## src/rtl/seq_pkg.sv

```systemverilog
package seq_pkg;
  localparam int WORD_W  = 32;
  localparam int SYL_W   = 6;
  localparam int NUM_SYL = 5;
  localparam int PACK_W  = SYL_W * NUM_SYL;
  localparam int SC_W    = $clog2(NUM_SYL);

  typedef enum logic [1:0] {
    FMT_PACKED = 2'd0,
    FMT_RSVD   = 2'd1,
    FMT_LIT    = 2'd2
  } fmt_e;

  localparam logic [SYL_W-1:0] SYL_HALT = '0;
endpackage

```

## src/rtl/seq_decode.sv

```systemverilog
module seq_decode
  import seq_pkg::*;
(
  input  logic [WORD_W-1:0] word_i,
  output fmt_e              fmt_o,
  output logic [WORD_W-1:0] data_o
);
  always_comb begin
    if (word_i[WORD_W-1]) begin
      fmt_o  = FMT_LIT;
      data_o = {word_i[WORD_W-2:0], 1'b0};
    end else if (word_i[WORD_W-2]) begin
      fmt_o  = FMT_RSVD;
      data_o = word_i;
    end else begin
      fmt_o  = FMT_PACKED;
      data_o = word_i;
    end
  end
endmodule

```

## src/rtl/seq_fetch.sv

```systemverilog
module seq_fetch
  import seq_pkg::*;
#(
  parameter logic [WORD_W-1:0] RESET_PC = 32'h0000_0200
) (
  input  logic              clk_i,
  input  logic              rst_ni,
  input  logic              fetch_en_i,
  input  logic              redir_i,
  input  logic [WORD_W-1:0] redir_pc_i,
  input  logic              rvalid_i,
  output logic              req_o,
  output logic [WORD_W-1:0] pc_o,
  output logic              rsp_take_o
);
  logic              run_q, pend_q, drop_q;
  logic [WORD_W-1:0] pc_q;

  // request depends on registers only
  assign req_o      = run_q && fetch_en_i && !pend_q;
  assign pc_o       = pc_q;
  assign rsp_take_o = rvalid_i && pend_q && !drop_q && !redir_i;

  always_ff @(posedge clk_i or negedge rst_ni) begin
    if (!rst_ni) begin
      run_q  <= 1'b0;
      pend_q <= 1'b0;
      drop_q <= 1'b0;
      pc_q   <= RESET_PC;
    end else begin
      run_q <= 1'b1;
      if (req_o)         pend_q <= 1'b1;
      else if (rvalid_i) pend_q <= 1'b0;
      // a redirect orphans the in-flight (or just issued) fetch
      if (redir_i && (req_o || (pend_q && !rvalid_i))) drop_q <= 1'b1;
      else if (rvalid_i)                                drop_q <= 1'b0;
      if (redir_i)    pc_q <= redir_pc_i;
      else if (req_o) pc_q <= pc_q + WORD_W'(4);
    end
  end

  AST_RSP_EXPECTED: assert property (@(posedge clk_i) disable iff (!rst_ni)
    rvalid_i |-> pend_q);
  AST_REDIR_LOAD: assert property (@(posedge clk_i) disable iff (!rst_ni)
    redir_i |=> pc_o == $past(redir_pc_i));
  AST_FETCH_STEP: assert property (@(posedge clk_i) disable iff (!rst_ni)
    req_o && !redir_i |=> pend_q && pc_o == $past(pc_o) + WORD_W'(4));
endmodule

```

## src/rtl/seq_issue.sv

```systemverilog
module seq_issue
  import seq_pkg::*;
(
  input  logic              clk_i,
  input  logic              rst_ni,
  input  logic              rsp_take_i,
  input  fmt_e              rsp_fmt_i,
  input  logic [WORD_W-1:0] rsp_data_i,
  input  logic              redir_i,
  input  logic              out_ready_i,
  output logic              out_valid_o,
  output logic              out_is_lit_o,
  output logic [SYL_W-1:0]  out_syl_o,
  output logic [WORD_W-1:0] out_lit_o,
  output logic [SC_W-1:0]   sc_o,
  output logic              halted_o,
  output logic              illegal_o,
  output logic              fetch_en_o
);
  logic              buf_vld_q, is_lit_q, halt_q, ill_q;
  logic [WORD_W-1:0] data_q;
  logic [SC_W-1:0]   idx_q;
  logic              fire, last;
  logic [SYL_W-1:0]  cur_syl;

  // syllables shift toward the top slice; no index mux on the output
  assign cur_syl = data_q[PACK_W-1 -: SYL_W];
  assign last    = (idx_q == SC_W'(NUM_SYL - 1));
  assign fire    = buf_vld_q && out_ready_i;

  assign out_valid_o  = buf_vld_q;
  assign out_is_lit_o = is_lit_q;
  assign out_syl_o    = cur_syl;
  assign out_lit_o    = data_q;
  assign halted_o     = halt_q;
  assign illegal_o    = ill_q;
  assign fetch_en_o   = !buf_vld_q && !halt_q && !ill_q;

  always_comb begin
    if (buf_vld_q && !is_lit_q) sc_o = last ? '0 : idx_q + SC_W'(1);
    else                        sc_o = '0;
  end

  always_ff @(posedge clk_i or negedge rst_ni) begin
    if (!rst_ni) begin
      buf_vld_q <= 1'b0;
      is_lit_q  <= 1'b0;
      halt_q    <= 1'b0;
      ill_q     <= 1'b0;
      data_q    <= '0;
      idx_q     <= '0;
    end else if (redir_i) begin
      buf_vld_q <= 1'b0;
      halt_q    <= 1'b0;
      ill_q     <= 1'b0;
      idx_q     <= '0;
    end else if (rsp_take_i) begin
      idx_q <= '0;
      unique case (rsp_fmt_i)
        FMT_LIT: begin
          buf_vld_q <= 1'b1;
          is_lit_q  <= 1'b1;
          data_q    <= rsp_data_i;
        end
        FMT_PACKED: begin
          buf_vld_q <= 1'b1;
          is_lit_q  <= 1'b0;
          data_q    <= rsp_data_i;
        end
        default: ill_q <= 1'b1;
      endcase
    end else if (fire) begin
      if (is_lit_q) begin
        buf_vld_q <= 1'b0;
      end else if (cur_syl == SYL_HALT) begin
        buf_vld_q <= 1'b0;
        halt_q    <= 1'b1;
      end else if (last) begin
        buf_vld_q <= 1'b0;
        idx_q     <= '0;
      end else begin
        idx_q  <= idx_q + SC_W'(1);
        data_q <= data_q << SYL_W;
      end
    end
  end

  AST_HOLD_STABLE: assert property (@(posedge clk_i) disable iff (!rst_ni)
    out_valid_o && !out_ready_i && !redir_i |=> out_valid_o && $stable(out_is_lit_o) && $stable(out_lit_o) && $stable(sc_o));
  AST_HALT_QUIET: assert property (@(posedge clk_i) disable iff (!rst_ni)
    halted_o && !redir_i |=> halted_o && !out_valid_o);
  AST_ILL_QUIET: assert property (@(posedge clk_i) disable iff (!rst_ni)
    illegal_o |-> !out_valid_o);
  AST_SC_RANGE: assert property (@(posedge clk_i) disable iff (!rst_ni)
    sc_o < SC_W'(NUM_SYL));
  AST_REDIR_FLUSH: assert property (@(posedge clk_i) disable iff (!rst_ni)
    redir_i |=> !out_valid_o && !halted_o && !illegal_o);
endmodule

```

## src/rtl/pack_seq.sv

```systemverilog
module pack_seq
  import seq_pkg::*;
#(
  parameter logic [31:0] RESET_PC = 32'h0000_0200
) (
  input  logic        clk_i,
  input  logic        rst_ni,
  output logic        imem_req_o,
  output logic [31:0] imem_addr_o,
  input  logic        imem_rvalid_i,
  input  logic [31:0] imem_rdata_i,
  input  logic        redir_valid_i,
  input  logic [31:0] redir_pc_i,
  output logic        out_valid_o,
  input  logic        out_ready_i,
  output logic        out_is_lit_o,
  output logic [5:0]  out_syl_o,
  output logic [31:0] out_lit_o,
  output logic [31:0] pc_o,
  output logic [2:0]  sc_o,
  output logic        halted_o,
  output logic        illegal_o
);
  logic              fetch_en, rsp_take;
  fmt_e              rsp_fmt;
  logic [WORD_W-1:0] rsp_data;

  seq_fetch #(.RESET_PC(RESET_PC)) u_fetch (
    .clk_i      (clk_i),
    .rst_ni     (rst_ni),
    .fetch_en_i (fetch_en),
    .redir_i    (redir_valid_i),
    .redir_pc_i (redir_pc_i),
    .rvalid_i   (imem_rvalid_i),
    .req_o      (imem_req_o),
    .pc_o       (pc_o),
    .rsp_take_o (rsp_take)
  );
  assign imem_addr_o = pc_o;

  seq_decode u_decode (
    .word_i (imem_rdata_i),
    .fmt_o  (rsp_fmt),
    .data_o (rsp_data)
  );

  seq_issue u_issue (
    .clk_i        (clk_i),
    .rst_ni       (rst_ni),
    .rsp_take_i   (rsp_take),
    .rsp_fmt_i    (rsp_fmt),
    .rsp_data_i   (rsp_data),
    .redir_i      (redir_valid_i),
    .out_ready_i  (out_ready_i),
    .out_valid_o  (out_valid_o),
    .out_is_lit_o (out_is_lit_o),
    .out_syl_o    (out_syl_o),
    .out_lit_o    (out_lit_o),
    .sc_o         (sc_o),
    .halted_o     (halted_o),
    .illegal_o    (illegal_o),
    .fetch_en_o   (fetch_en)
  );

  AST_STOP_NO_FETCH: assert property (@(posedge clk_i) disable iff (!rst_ni)
    (halted_o || illegal_o) |-> !imem_req_o);
  AST_NO_PREFETCH: assert property (@(posedge clk_i) disable iff (!rst_ni)
    out_valid_o |-> !imem_req_o);
endmodule

```

## config.mk

```make
export PLATFORM = sky130hd
export DESIGN_NAME = pack_seq
export DESIGN_NICKNAME = d
export VERILOG_FILES = /design/src/rtl/seq_pkg.sv /design/src/rtl/seq_decode.sv /design/src/rtl/seq_fetch.sv /design/src/rtl/seq_issue.sv /design/src/rtl/pack_seq.sv
export SDC_FILE = /design/constraint.sdc
export NUM_CORES = 1
export LEC_CHECK = 0
export ABC_AREA = 1
export BUFFER_PORTS_ARGS = -buffer_cell sky130_fd_sc_hd__buf_4
export CAP_MARGIN = 20
export CELL_PAD_IN_SITES_DETAIL_PLACEMENT = 0
export CELL_PAD_IN_SITES_GLOBAL_PLACEMENT = 1
export CORE_ASPECT_RATIO = 0.5
export CORE_MARGIN = 1.5
export CORE_UTILIZATION = 25
export DETAILED_ROUTE_END_ITERATION = 16
export MAX_ROUTING_LAYER = met4
export PLACE_DENSITY = 0.73
export SLEW_MARGIN = 20
export SYNTH_ARGS = -nofsm -noshare
export SYNTH_HDL_FRONTEND = slang
export SYNTH_SLANG_ARGS = --single-unit
```

## constraint.sdc

```tcl
create_clock -name clk_i -period 3.1 [get_ports clk_i]
set_clock_uncertainty 0.05 [all_clocks]
set_input_delay 0.155 -clock clk_i [delete_from_list [all_inputs] [get_ports clk_i]]
set_output_delay 0.155 -clock clk_i [all_outputs]
set_load 0.02 [all_outputs]
```

==> summary.txt <==
Synthesis
  • Synth Register Bits: 74
  • Mean post-synth cell area: 6.776 um2
  • Mapped Area: 4940 um2
  • Post-synth cell types: 35
  • Post-Syn Instances: 729
  • Mapped Nets: 801
  • YS warnings: 0
  • Sequential element share of the synthesized area: 0.3751

Detailed routing
  • Via count: 5235
  • Vias per cell: 4.600
  • DRC viols: 0
  • Post-DR wirelength/cell: 14.84 um
  • Initial DRC count: 324
  • Total iterations of the first detailed-routing run: 5
  • Final Routed Wirelength: 16.89 mm
  • Post-route ant nets: 0

Power
  • Clk pwr share: 0.279
  • Reg power frac: 0.351
  • Pwr/cell area: 603.2 nW/um2
  • Internal: 2.402 mW
  • LEAKAGE: 3.373 nW
  • Comb pwr share: 0.370
  • Total power: 4.010 mW
  • Sw power: 1.608 mW
  • Sw Ratio: 0.4010
  • VDD IR-drop max: 0.0002387 V

Placement
  • Final Wtd Congestion: 0.8577
  • Port buffer count: 178
  • Pre-CTS setup slack: 0.9972 ns
  • Dpl cells: 1107
  • HPWL Detailed: 12.24 mm

Floorplan
  • Floorplan core area: 19410 um2
  • Initial Util: 0.2544
  • Num rows: 36
  • Die width: 201.8 um
  • I/O Pins: 179
  • DIE AREA: 20660 um2
  • Die Height: 102.4 um

Cells and area
  • Fillers: 2107
  • Layout cells sized above 1: 0.2466
  • Fin cells: 1138
  • Most frequent cells in the layout: 250 x nand2_1, 182 x buf_4, 148 x nand3_1
  • ANT cells: 0
  • Storage cell area: 1853 um2
  • Fin nets: 939
  • Layout area overhead: 34.57%
  • Multi-input gate area: 2439 um2
  • Most common cell after layout, fill and taps aside: nand2_1

Global routing
  • Initial antenna violation count: 0
  • First-pass GRT wire length: 27.08 mm
  • Vias in the first global route: 4981
  • GRT Total Usage: 0.1719
  • Largest net degree at the start of global routing: 75
  • Grt total ovfl: 0

Timing
  • Final setup slack of the worst path: 1.003 ns
  • Fmax: 0.4769 GHz
  • Fin crit share: 0.6764
  • Fin Setup TNS: 0 ns
  • Slew headroom: 0.5141
  • Final Hold Vio Count: 0
  • Least-Margin Pin Slew: 0.7288 ns
  • Slew Viols, Final: 0
  • Final min period: 2.097 ns
  • RSZ-0062 raised after global routing: no
  • Finish-stage setup viols: 0

Clock network
  • CTS HTree Levels: 3
  • # clock sinks: 74
  • Post_cts resized: 0
  • Num CTS Buffers: 9
  • Clock buffer depth: 2
  • Root Buffer: clkbuf_16
  • Clk Latency, worst-skew pair: 0.35 ns
  • CTS tree: yes
  • Clk pin slew, worst setup/hold paths: 0.07 ns

Setup path
  • Reg2reg setup slack: 1.11 ns
  • Startpoint Class: input pin
  • CP Capture Type: register
  • Crit Path Category: input pin to register
  • Worst path required time: 3.27 ns
  • CP max FO: 32
  • Worst EP arrival: 2.27 ns
  • R2R depth: 8

Hold path
  • Worst Hold Depth: 3
  • Worst Hold Class: input pin to register

Job
  • Max-capacitance violation count: 0

Status
  • Status: finished, final reports clean
## sequential cells by signal, indices dropped and copies added, names as in the netlist
name / count
u_fetch.pc_o: 32
u_fetch.run_q: 1
u_issue.idx_q: 3
u_issue.out_lit_o: 32
u_issue.illegal_o: 1
u_fetch.pend_q: 1
u_fetch.drop_q: 1
u_issue.halted_o: 1
u_issue.out_valid_o: 1
u_issue.out_is_lit_o: 1
## synth_stat cells (all sizes together)
cell type | n | area share
a21oi | 10 | 0.010
a31oi | 1 | 0.0013
and2 | 2 | 0.0025
buf | 65 | 0.090
clkbuf | 6 | 0.0046
clkinv | 1 | 0.00076
conb | 1 | 0.00076
dfrtp | 73 | 0.37
dfstp | 1 | 0.0053
ha | 3 | 0.0076
inv | 48 | 0.036
nand2 | 253 | 0.19
nand3 | 149 | 0.15
nand4 | 4 | 0.0051
nor2 | 67 | 0.056
nor3 | 1 | 0.0010
nor3b | 1 | 0.0015
o211ai | 7 | 0.011
o21ai | 17 | 0.018
o21bai | 6 | 0.0091
o22ai | 2 | 0.0025
o31ai | 1 | 0.0015
xnor2 | 2 | 0.0035
xor2 | 8 | 0.014
## cell families after synthesis
family / count (synthesis) / synth area share
compound gates: 44 / 0.05319
other cells: 1 / 0.0007591
buf+inv: 120 / 0.1322
flops: 74 / 0.3751
simple gates: 477 / 0.4134
fa+ha+maj: 3 / 0.007600
xor+xnor: 10 / 0.01773
## layout make-up
| class | count | share of cell area |
|---|---|---|
| Sequential cell | 74 | 0.2788 |
| Tap cell | 266 | 0.05007 |
| Multi-Input combinational cell | 535 | 0.3668 |
| Clock inverter | 6 | 0.01092 |
| Timing Repair Buffer | 198 | 0.2298 |
| Inverter | 49 | 0.02767 |
| Clock buffer | 10 | 0.03595 |
## worst max-delay path: stages
cell and delay, ns:
dlygate4sd3_1 0.54, buf_4 0.14, nand3_2 0.13, nor2_4 0.05
inv_2 0.41, nor2_2 0.09, nor2_2 0.13, nand2_2 0.38
nand2_1 0.17, nand2_1 0.07
## worst paths after layout
kind                                                     end                          from
setup / recovery           u_issue.out_lit_o[24]$_DFFE_PN0P_                 imem_rvalid_i
hold / removal                   u_fetch.pc_o[6]$_DFFE_PN0P_                 redir_pc_i[6]
setup reg to reg           u_issue.out_lit_o[24]$_DFFE_PN0P_    u_fetch.pend_q$_DFFE_PN0P_
hold reg to reg                 u_issue.halted_o$_DFFE_PN0P_  u_issue.halted_o$_DFFE_PN0P_
max in group asynchronous    u_issue.out_valid_o$_DFFE_PN0P_                        rst_ni
min in group asynchronous       u_fetch.pc_o[27]$_DFFE_PN0P_                        rst_ni
## power by group through the flow
stage / sequential, mW / combinational (mW) / clock [mW]
floorplan: 1.55 / 0.754 / 0
global placement: 1.43 / 1.47 / 0
detailed placement: 1.43 / 1.49 / 0
CTS: 1.42 / 1.51 / 1.14
global route: 1.45 / 1.64 / 1.18
finish: 1.41 / 1.48 / 1.12
## per-stage QoR
stage                     area (um2)  hold slack (ns)  utilization
after floorplan                 4940          -0.1906            -
after global placement          6182           0.3116       0.3184
after detailed placement        6182           0.3174       0.3184
after CTS                       6644         0.004143       0.3422
after global routing            6648          0.01274       0.3424
final                           6648         0.005833       0.3424
## metal layers
| metal | track usage | routed length (um) | up-vias | share of wire |
|---|---|---|---|---|
| met5 | - | 0 | - | 0 |
| met4 | 0.04765 | 329 | 0 | 0.019 |
| met3 | 0.02647 | 615 | 24 | 0.036 |
| met2 | 0.2776 | 7848 | 128 | 0.46 |
| met1 | 0.2252 | 8094 | 2506 | 0.48 |
| li1 | - | - | 2577 | - |
## what timing repair did
action | 4_1_cts | 5_1_grt
hold endpoints to repair | 60 | 0
setup buffers | 0 | 0
hold buffers | 15 | 0
(Power assumes the default switching activity.)
